## config.mk

```make
export PLATFORM = sky130hd
export DESIGN_NAME = lcd_regs
export DESIGN_NICKNAME = d
export VERILOG_FILES = /design/src/rtl/lcd_regs.sv
export SDC_FILE = /design/constraint.sdc
export NUM_CORES = 1
export LEC_CHECK = 0
export CAP_MARGIN = 20
export CELL_PAD_IN_SITES_DETAIL_PLACEMENT = 1
export CELL_PAD_IN_SITES_GLOBAL_PLACEMENT = 2
export CORE_ASPECT_RATIO = 1.5
export CORE_UTILIZATION = 37
export CTS_CLUSTER_DIAMETER = 60
export CTS_CLUSTER_SIZE = 25
export DETAILED_ROUTE_END_ITERATION = 6
export PLACE_DENSITY = 0.89
export SYNTH_ARGS = -nofsm -noshare
export SYNTH_HDL_FRONTEND = slang
export SYNTH_SLANG_ARGS = --single-unit
```

## constraint.sdc

```tcl
create_clock -name clk -period 3.5 [get_ports clk]
set_input_delay 0.35 -clock clk [delete_from_list [all_inputs] [get_ports clk]]
set_output_delay 0.35 -clock clk [all_outputs]
set_load 0.005 [all_outputs]
```

## src/rtl/lcd_regs.sv

```systemverilog
module lcd_regs #(
  parameter int ADDR_W = 8
) (
  input  logic              clk,
  input  logic              rst_n,
  input  logic              wr_en,
  input  logic              rd_en,
  input  logic [ADDR_W-1:0] addr,
  input  logic [31:0]       wdata,
  output logic [31:0]       rdata,
  input  logic              set_frame_done,
  input  logic              set_palette_done,
  input  logic              set_sync_error,
  output logic              irq,
  output logic              en_change,
  output logic              panel_on,
  output logic              bad_access
);
  localparam logic [ADDR_W-1:0] OFF_CTRL = ADDR_W'(8'h00);
  localparam logic [ADDR_W-1:0] OFF_TIM0 = ADDR_W'(8'h04);
  localparam logic [ADDR_W-1:0] OFF_TIM1 = ADDR_W'(8'h08);
  localparam logic [ADDR_W-1:0] OFF_TIM2 = ADDR_W'(8'h0c);
  localparam logic [ADDR_W-1:0] OFF_STAT = ADDR_W'(8'h10);
  localparam logic [ADDR_W-1:0] OFF_SUBP = ADDR_W'(8'h14);
  localparam logic [31:0] CTRL_KEEP  = 32'h01cf_f300;
  localparam logic [31:0] CTRL_FIXED = 32'hfe00_0c34;
  localparam logic [31:0] TIM0_FIXED = 32'h0000_000f;
  localparam logic [31:0] TIM2_FIXED = 32'hfc00_0000;
  localparam logic [31:0] SUBP_KEEP  = 32'ha1ff_ffff;

  logic        enable_q, mono_q, tft_q;
  logic [1:0]  ien_q, plm_q;
  logic [31:0] ctrl_q, tim0_q, tim1_q, tim2_q, subp_q;
  logic        frame_q, pal_q, sync_q;
  logic        hit;
  logic [31:0] rd_mux;

  assign hit = (addr == OFF_CTRL) || (addr == OFF_TIM0) || (addr == OFF_TIM1) ||
               (addr == OFF_TIM2) || (addr == OFF_STAT) || (addr == OFF_SUBP);

  always_comb begin
    rd_mux = '0;
    case (addr)
      OFF_CTRL: rd_mux = ctrl_q | CTRL_FIXED | {8'h0, tft_q, 1'b0, plm_q, 12'h0,
                         tft_q, 2'b0, ien_q, 1'b0, mono_q, enable_q};
      OFF_TIM0: rd_mux = tim0_q | TIM0_FIXED;
      OFF_TIM1: rd_mux = tim1_q;
      OFF_TIM2: rd_mux = tim2_q | TIM2_FIXED;
      OFF_STAT: rd_mux = {25'h0, pal_q, 3'b0, sync_q, 1'b0, frame_q};
      OFF_SUBP: rd_mux = subp_q;
      default:  rd_mux = '0;
    endcase
  end

  assign irq      = (frame_q & ien_q[0]) | (pal_q & ien_q[1]) | sync_q;
  assign panel_on = enable_q;

  always_ff @(posedge clk) begin
    if (!rst_n) begin
      enable_q <= 1'b0; mono_q <= 1'b0; tft_q <= 1'b0;
      ien_q <= '0; plm_q <= '0; ctrl_q <= '0;
      tim0_q <= '0; tim1_q <= '0; tim2_q <= '0; subp_q <= '0;
      frame_q <= 1'b0; pal_q <= 1'b0; sync_q <= 1'b0;
      en_change <= 1'b0; bad_access <= 1'b0; rdata <= '0;
    end else begin
      en_change <= 1'b0;
      if (rd_en) rdata <= rd_mux;
      if ((rd_en || wr_en) && !hit) bad_access <= 1'b1;
      if (wr_en) begin
        case (addr)
          OFF_CTRL: begin
            mono_q <= wdata[1];
            ien_q  <= wdata[4:3];
            tft_q  <= wdata[7];
            plm_q  <= wdata[21:20];
            ctrl_q <= wdata & CTRL_KEEP;
            if (wdata[0] != enable_q) begin
              enable_q  <= wdata[0];
              en_change <= 1'b1;
              if (!wdata[0]) begin
                sync_q <= 1'b0;
                if (wdata[21:20] != 2'd1) frame_q <= 1'b1;
              end
            end
          end
          OFF_TIM0: tim0_q <= wdata;
          OFF_TIM1: tim1_q <= wdata;
          OFF_TIM2: tim2_q <= wdata;
          OFF_SUBP: subp_q <= wdata & SUBP_KEEP;
          default: ;
        endcase
      end
      if (set_frame_done)   frame_q <= 1'b1;
      if (set_palette_done) pal_q   <= 1'b1;
      if (set_sync_error)   sync_q  <= 1'b1;
    end
  end
endmodule

```

After elaboration in Yosys (flattened, before gate mapping)
Cells that the tools add are included.

Register bits: 174. Bits in latches: 0. Bits in writable memories: 0. ROM bits: 0. Input port bits: 47. Output and inout port bits: 36. Memories: 0.

$add $sub $neg: 0. Multipliers: 0. Divide/modulo/power cells: 0. Magnitude comparators: 0. Equality and inequality tests: 9. Shifts and indexed selects: 0. Muxes and demuxes: 13. Bitwise gates (word level): 5. Reduce and logical (&&, ||, !) cells: 25.

Operators by type and width (count): 32-bit one-hot mux with 6 select lines (1); 32-bit by 24-bit bitwise OR with 32-bit output (1); 8-bit by 4-bit == test with 1-bit output (second input constant) (2); 8-bit by 5-bit == test with 1-bit output (second input constant) (2); 2-bit nonzero test (7); 1-bit 2-to-1 mux (12); 2-bit AND reduction (5); 8-bit by 3-bit == test with 1-bit output (second input constant) (1); 8-bit logical NOT (1); 1-bit logical OR (6); 2-bit by 1-bit inequality test with 1-bit output (second input constant) (3); 3-bit AND reduction (2); 5-bit AND reduction (1); 4-bit AND reduction (1); 1-bit AND (2); 1-bit bitwise OR (2); 1-bit logical AND (1); 1-bit logical NOT (1); 1-bit inequality test (1).

Longest topological paths before layout
Gate-level depths: netlist of run 1.

Depth in word-level cells: 8. Depth in mapped cells: 7. Depth with buffers taken out: 4.

Worst setup path after synthesis of run 1
No wires, ideal clock.

Path kind: input to register. From: input port addr[3]. To: register tim0_q[19]. Data arrival time: 1.529 ns. Path slack: 1.843 ns. Cell stages on the path: 7. Buffers on the path: 3. Path through: buf_2 > nor4b_4 > nand4b_1 > buf_2 > buf_2 > nand3_1 > o21ai_1.

Word-level cells in the longest chain between the ends: 2.

RTL lines: start, declared (line 8) `input logic [ADDR_W-1:0] addr,`; 8-bit by 3-bit == test with 1-bit output (line 70) `case (addr)`; 2-bit AND reduction (no source line); end signal, assigned (line 86) `OFF_TIM0: tim0_q <= wdata;`; end, declared (line 33) `logic [31:0] ctrl_q, tim0_q, tim1_q, tim2_q, subp_q;`.

Every way passes these cells. A chain may end at the register's enable or synchronous reset.

Worst setup path in the final report of run 1
From: input port addr[3]. To: register sync_q.

Word-level cells in the longest chain between the ends: 3.

RTL lines: 8-bit logical NOT (line 70); 2-bit nonzero test (no source line); 4-bit AND reduction (no source line); end signal, assigned (line 63) `frame_q <= 1'b0; pal_q <= 1'b0; sync_q <= 1'b0;`; end signal, assigned (line 81) `sync_q <= 1'b0;`; end signal, assigned (line 95) `if (set_sync_error) sync_q <= 1'b1;`; end, declared (line 34) `logic frame_q, pal_q, sync_q;`.

Every way passes these cells.

==> impl_metrics.sql, run 1 <==
INSERT INTO impl_metrics (metric_group, metric, value, unit) VALUES
('drt', 'vias_per_cell', '5.71', ''),
('floorplan', 'initial_utilization', '38.0', '%'),
('drt', 'post_drt_wl_per_cell', '20.3', 'um'),
('grt', 'grt_antenna_before_repair', '1', ''),
('drt', 'metal1_wirelength', '8.95', 'mm'),
('clocking', 'clock-sinks', '170', ''),
('timing', 'setup-tns-final', '0', 'ns'),
('power_and_ir_drop', 'power_leakage', '3.11', 'nW'),
('critical_path', 'worstSetupEndpointType', 'register', ''),
('critical_path', 'arrival', '2.70', 'ns'),
('timing', 'setup-violations-final', '0', ''),
('drt', 'met2_wirelength', '11.0', 'mm'),
('synthesis', 'async_flop_share', '0', '%'),
('floorplan', 'die_area', '19100', 'sq um'),
('grt', 'grt_pass1_wl', '33.8', 'mm'),
('clocking', 'hold_buffers', '0', ''),
('synthesis', 'syn_inst', '749', ''),
('drt', 'maxUsedRoutingLayer', 'met5', ''),
('floorplan', 'io_pins', '83', ''),
('grt', 'grt.overflow.total', '0', ''),
('grt', 'vias_in_the_first_global_route', '6492', ''),
('power_and_ir_drop', 'power-per-cell-area', '477', 'nW/um^2'),
('clocking', 'path_clk_slew', '0.06', 'ns'),
('placed_design', 'place_hpwl', '13.7', 'mm'),
('drt', 'drt_iter0_markers', '283', ''),
('timing', 'tightestPinTransition', '0.785', 'ns'),
('floorplan', 'die_width', '113', 'um'),
('placed_design', 'i_o_buffers', '82', ''),
('synthesis', 'synth.top_cells.by_count', 'dfxtp_1 (170), nand3_1 (114), o21ai_0 (70), nand2_1 (64), o21ai_1 (48)', ''),
('synthesis', 'yosysSeqAreaShare', '49.7', '%'),
('finish', 'nFillCells', '2065', ''),
('timing', 'final_min_period_over_clock_period', '68.4', '%'),
('synthesis', 'synthesis.nets', '796', ''),
('drt', 'met3RoutedLength', '669', 'um'),
('drt', 'detailroute.via_count', '5886', ''),
('grt', 'groute.usage.overall', '22.8', '%'),
('synthesis', 'postSynthRegisterBits', '170', ''),
('clocking', 'clock_tree.root_cell', 'clkbuf_16', ''),
('clocking', 'worstSkewPairLatency', '0.43', 'ns'),
('placed_design', 'globalplace.congestion', '0.744', ''),
('synthesis', 'synthDistinctLibCells', '47', ''),
('timing', 'timing.slew.headroom', '47.5', '%'),
('floorplan', 'rows', '60', ''),
('grt', 'grt_start_max_net_pins', '76', ''),
('timing', 'timing.final.max_slew_violations', '0', ''),
('drt', 'post-route-drc-count', '0', ''),
('synthesis', 'area_share_of_the_largest_cell_type_after_synthesis', '49.7', '%'),
('clocking', 'ctsResizeCount', '0', ''),
('finish', 'post-route-util', '46.4', '%'),
('synthesis', 'netlist.top_cell.by_area', 'dfxtp_1', ''),
('clocking', 'htree_num_levels', '4', ''),
('drt', 'antenna_violating_nets_post_route', '0', ''),
('timing', 'rsz0062_at_grt', 'false', ''),
('power_and_ir_drop', 'vdd_ir_drop_max', '0.300', 'mV'),
('drt', 'drt_first_pass_iters', '4', ''),
('clocking', 'post-cts-setup-buffer-count', '0', ''),
('critical_path', 'critPathLaunchType', 'input port', ''),
('finish', 'number_of_nets_at_the_end_of_the_flow', '848', ''),
('critical_path', 'worst_case_register_to_register_setup_slack', '2.19', 'ns'),
('critical_path', 'critPathMaxFanout', '22', ''),
('synthesis', 'netlist_area', '6850', 'sq um'),
('timing', 'final-hold-violation-count', '0', ''),
('synthesis', 'syn-mean-instance-area', '9.15', 'sq um'),
('clocking', 'tritoncts_clock_tree', 'yes', ''),
('synthesis', 'synth_area_leaders', 'dfxtp_1 (50%), nand3_1 (8.3%), mux2i_1 (6.7%)', ''),
('synthesis', 'synth_enable_flop_cells', '0', ''),
('timing', 'clock.fmax', '0.418', 'GHz'),
('synthesis', 'yosys.cell_count.top_type', 'dfxtp_1', ''),
('outcome', 'status', 'completed', ''),
('drt', 'finalWirelength', '21.0', 'mm'),
('clocking', 'cts_inserted_buffers', '17', '');
==> metrics by stage <==
step | worst slack, ns | hold WS, ns | instances | power [mW]
after floorplan | 1.84 | 0.436 | 749 | 2.11
after global placement | 0.830 | 0.444 | 999 | 2.22
after detailed placement | 0.707 | 0.454 | 999 | 2.23
after CTS | 1.16 | 0.380 | 1031 | 4.01
after global routing | 0.991 | 0.404 | 1031 | 4.11
final | 1.11 | 0.396 | 1031 | 3.99
==> flip-flops by register name (all words and copies together) (netlist names), 2 cells and up <==
signal,count
ien_q,2
tim1_q,32
tim2_q,26
ctrl_q,13
subp_q,27
tim0_q,28
plm_q,2
rdata,32
==> placed cells by master (no fill, tap or decap), types with 2 or more instances in the layout <==
cell type / instances
a211o_1: 4
a211oi_1: 5
a21oi_1: 2
a22o_1: 3
a2bb2oi_1: 3
a32o_1: 3
a32oi_1: 15
and2_1: 5
buf_4: 21
clkbuf_16: 17
clkdlybuf4s50_1: 80
clkinv_2: 5
clkinv_4: 4
clkinvlp_4: 2
dfxtp_1: 170
inv_1: 6
inv_6: 2
mux2_2: 18
mux2i_1: 46
nand2_1: 64
nand2b_1: 2
nand3_1: 114
nand4_1: 3
nand4_2: 2
nand4b_1: 2
nor2_1: 21
nor2b_1: 21
nor3_1: 8
nor4b_4: 2
o21a_1: 4
o21ai_0: 70
o21ai_1: 48
o221ai_1: 16
o22ai_1: 3
o32ai_1: 4
==> critical path: stages <==
cell and delay [ns]:
clkdlybuf4s50_1 0.66, nor3_2 0.22, buf_4 0.34, nand4_1 0.18, buf_4 0.28, nor3b_1 0.47
o21ai_0 0.17
==> per-layer routing <==
layer  vias to the layer above  track usage [%]
met3                        25             4.37
li1                       2813                -
met2                       106             41.3
met1                      2940             26.0
met4                         2             9.10
met5                         -                0
==> power breakdown <==
part           switching (mW)  internal, mW
combinational           0.141        0.0950
sequential            0.00719          1.94
clock                   0.804         0.999
total                   0.952          3.04
==> path summary, 6_finish.rpt <==
path | startpoint | end | cells past startpoint
worst max-delay path | addr[3] | sync_q$_SDFFE_PN0P_ | 7
worst min-delay path | rst_n | subp_q[6]$_SDFFE_PN0P_ | 3
worst max register to register | frame_q$_SDFFE_PN0P_ | frame_q$_SDFFE_PN0P_ | 2
worst min register to register | tim0_q[16]$_SDFFE_PN0P_ | tim0_q[16]$_SDFFE_PN0P_ | 2
==> kinds of logic (layout without fill, tap and decap cells) <==
| logic type | after synthesis | in the layout | share of synthesized area [%] |
|---|---|---|---|
| AND/OR/NAND/NOR | 253 | 253 | 19.0 |
| XOR/XNOR | 1 | 1 | 0.128 |
| multiplexers | 64 | 64 | 9.68 |
| buffers and inverters | 75 | 140 | 4.51 |
| AO/OA/AOI/OAI | 186 | 186 | 17.0 |
| flip-flops | 170 | 170 | 49.7 |
==> layout make-up <==
| cell class | count | area, sq um | share of cell area, % |
|---|---|---|---|
| flip-flops and latches | 170 | 3400 | 40.7 |
| well taps | 217 | 272 | 3.25 |
| multi-input cells | 504 | 3140 | 37.6 |
| repair buffers | 102 | 963 | 11.5 |
| clock buffers | 18 | 439 | 5.25 |
| inverters | 6 | 22.5 | 0.269 |
| clock inverters | 14 | 123 | 1.47 |
Power figures use the tool's default switching activity.
==> run 2: changes to the inputs <==
--- a/config.mk
+++ b/config.mk
@@ -9,11 +9,11 @@
 export CELL_PAD_IN_SITES_DETAIL_PLACEMENT = 1
 export CELL_PAD_IN_SITES_GLOBAL_PLACEMENT = 2
 export CORE_ASPECT_RATIO = 1.5
-export CORE_UTILIZATION = 37
+export CORE_UTILIZATION = 34
 export CTS_CLUSTER_DIAMETER = 60
 export CTS_CLUSTER_SIZE = 25
 export DETAILED_ROUTE_END_ITERATION = 6
-export PLACE_DENSITY = 0.89
+export PLACE_DENSITY = 0.83
 export SYNTH_ARGS = -nofsm -noshare
 export SYNTH_HDL_FRONTEND = slang
 export SYNTH_SLANG_ARGS = --single-unit
==> constraint.sdc (replaced) <==
create_clock -name clk -period 2.3 [get_ports clk]
set_input_delay 0.23 -clock clk [delete_from_list [all_inputs] [get_ports clk]]
set_output_delay 0.23 -clock clk [all_outputs]
set_load 0.005 [all_outputs]
==> impl_metrics.sql, run 2 (synthesis results as in run 1) <==
INSERT INTO impl_metrics (metric_group, metric, value, unit) VALUES
('drt', 'detailroute.via_count', '6040', ''),
('timing', 'clock.fmax', '0.553', 'GHz'),
('finish', 'post-route-util', '43.7', '%'),
('power_and_ir_drop', 'power_internal', '4.94', 'mW'),
('floorplan', 'design.core.area', '19800', 'sq um'),
('clocking', 'clock_tree.root_cell', 'clkbuf_16', ''),
('finish', 'sequential_cell_area', '3400', 'sq um'),
('timing', 'setup-violations-final', '0', ''),
('timing', 'timing.slew.headroom', '64.1', '%'),
('power_and_ir_drop', 'power-per-cell-area', '735', 'nW/um^2'),
('min_path', 'worst_hold_startpoint', 'rst_n', ''),
('timing', 'tightestPinTransition', '0.538', 'ns'),
('drt', 'drt_first_pass_iters', '4', ''),
('clocking', 'tritoncts_clock_tree', 'yes', ''),
('critical_path', 'critPathRequiredTime', '2.07', 'ns'),
('clocking', 'cts_inserted_buffers', '17', ''),
('critical_path', 'cpPeakStageDelay', '0.44', 'ns'),
('clocking', 'path_clk_slew', '0.06', 'ns'),
('grt', 'vias_in_the_first_global_route', '6569', ''),
('grt', 'grt_antenna_before_repair', '0', ''),
('drt', 'finalWirelength', '21.1', 'mm'),
('power_and_ir_drop', 'swShare', '22.2', '%'),
('placed_design', 'setup_slack_at_placement', '0.196', 'ns'),
('timing', 'timing.final.max_slew_violations', '0', ''),
('critical_path', 'worst_case_register_to_register_setup_slack', '1.03', 'ns'),
('floorplan', 'die_area', '20700', 'sq um'),
('placed_design', 'place_inst', '1059', ''),
('drt', 'met2_wirelength', '11.1', 'mm'),
('drt', 'drt_iter0_markers', '303', ''),
('drt', 'met3RoutedLength', '680', 'um'),
('finish', 'multiInputGateArea', '3140', 'sq um'),
('critical_path', 'timing.setup.critical_path_class', 'register to output port', ''),
('finish', 'drive_above_1_share', '12.0', '%'),
('grt', 'grt_start_max_net_pins', '69', ''),
('drt', 'post-route-drc-count', '0', ''),
('floorplan', 'die_width', '118', 'um'),
('timing', 'fin_skew', '0.00461', 'ns'),
('finish', 'antenna_cell_count', '0', ''),
('finish', 'commonest_cells_after_routing_fill_and_taps_aside', 'dfxtp_1 (170), nand3_1 (114), clkdlybuf4s50_1 (79)', ''),
('power_and_ir_drop', 'pwr-share-comb', '6.0', '%'),
('critical_path', 'crit_chain', 'a221o_1 -> clkdlybuf4s50_1', ''),
('drt', 'maxUsedRoutingLayer', 'met4', ''),
('critical_path', 'critPathMaxFanout', '4', ''),
('drt', 'vias_per_cell', '5.54', ''),
('grt', 'grt.overflow.total', '0', ''),
('timing', 'finalWorstSetupSlack', '0.491', 'ns'),
('min_path', 'worst_hold_path_type', 'input port to register', ''),
('finish', 'nFillCells', '2249', ''),
('finish', 'post_layout_nonfiller_instances', '1091', ''),
('power_and_ir_drop', 'power_leakage', '3.24', 'nW'),
('timing', 'setup-tns-final', '0', 'ns'),
('floorplan', 'die_y', '176', 'um'),
('outcome', 'status', 'completed', ''),
('placed_design', 'i_o_buffers', '82', ''),
('floorplan', 'rows', '63', ''),
('finish', 'layout-area-overhead-vs-synth', '26.1', '%'),
('drt', 'metal1_wirelength', '8.86', 'mm'),
('drt', 'antenna_violating_nets_post_route', '0', ''),
('clocking', 'max-clock-path-buffers', '2', ''),
('grt', 'grt_pass1_wl', '34.2', 'mm'),
('placed_design', 'place_hpwl', '14.3', 'mm'),
('power_and_ir_drop', 'vdd_ir_drop_max', '0.566', 'mV'),
('timing', 'final_min_period_over_clock_period', '78.7', '%'),
('placed_design', 'globalplace.congestion', '0.773', ''),
('clocking', 'ctsResizeCount', '0', ''),
('critical_path', 'arrival', '1.58', 'ns'),
('critical_path', 'critPathLaunch', 'frame_q$_SDFFE_PN0P_', ''),
('power_and_ir_drop', 'power.share.sequential', '46.7', '%'),
('finish', 'number_of_nets_at_the_end_of_the_flow', '865', ''),
('timing', 'post_layout_minimum_cycle_time', '1.81', 'ns'),
('finish', 'reg_top3', 'rdata (32), tim1_q (32), tim0_q (28)', ''),
('clocking', 'post-cts-setup-buffer-count', '0', ''),
('clocking', 'clock-sinks', '170', ''),
('timing', 'final-hold-violation-count', '0', ''),
('critical_path', 'worstSetupEndpointType', 'output port', ''),
('floorplan', 'initial_utilization', '34.6', '%'),
('clocking', 'hold_buffers', '0', ''),
('critical_path', 'worst_r2r_start', 'frame_q$_SDFFE_PN0P_', ''),
('clocking', 'htree_num_levels', '4', ''),
('power_and_ir_drop', 'p_clk_share', '47.4', '%'),
('floorplan', 'io_pins', '83', ''),
('drt', 'post_drt_wl_per_cell', '19.3', 'um'),
('power_and_ir_drop', 'power.switching', '1.41', 'mW'),
('job', 'number_of_max_capacitance_violations_reported', '0', ''),
('grt', 'groute.usage.overall', '21.0', '%'),
('critical_path', 'timing.critical_path.slowest_stage_cell', 'clkdlybuf4s50_1', ''),
('finish', 'final_common_cell', 'dfxtp_1', ''),
('timing', 'rsz0062_at_grt', 'false', ''),
('critical_path', 'critPathLaunchType', 'register', ''),
('clocking', 'worstSkewPairLatency', '0.43', 'ns');
==> run 2: stage by stage <==
stage	power, mW	area [sq um]	hold WS [ns]
2_1_floorplan	3.21	6850	0.339
3_3_place_gp	3.40	8020	0.444
3_5_place_dp	3.41	8020	0.452
4_1_cts	6.39	8640	0.216
5_1_grt	6.54	8640	0.232
6_report	6.35	8640	0.224
==> run 2: worst paths after layout <==
path                                  end  depth (start not counted)
hold reg to reg   tim0_q[27]$_SDFFE_PN0P_                          2
setup / recovery                      irq                          2
setup reg to reg     frame_q$_SDFFE_PN0P_                          2
hold / removal     rdata[23]$_SDFFE_PN0P_                          3
==> run 2: critical path, delay by kind of cell, from the launching register on <==
kind	cells	cell delay, ns
buffers and inverters	1	0.44
AOI/OAI and AO/OA	1	0.35
DFF	1	0.36
==> run 2: routing by layer <==
layer | vias to the layer above | track usage, %
li1 | 2852 | -
met1 | 3039 | 23.7
met2 | 122 | 38.7
met3 | 27 | 3.44
met4 | 0 | 9.08
met5 | - | 0
==> run 2: area by class of cell <==
type	count	share of cell area [%]
flip-flops and latches	170	39.4
repair buffers	119	13.0
inverters	6	0.261
well taps	260	3.76
clock inverters	10	1.61
clock buffers	22	5.60
multi-input cells	504	36.4
==> run 2: power groups by stage <==
stage                     logic [mW]  registers [mW]  clock network (mW)
after floorplan                0.184            3.03                   0
after global placement         0.369            3.03                   0
after detailed placement       0.379            3.03                   0
after CTS                      0.382            2.97                3.05
after global routing           0.407            2.96                3.17
final                          0.379            2.97                3.01
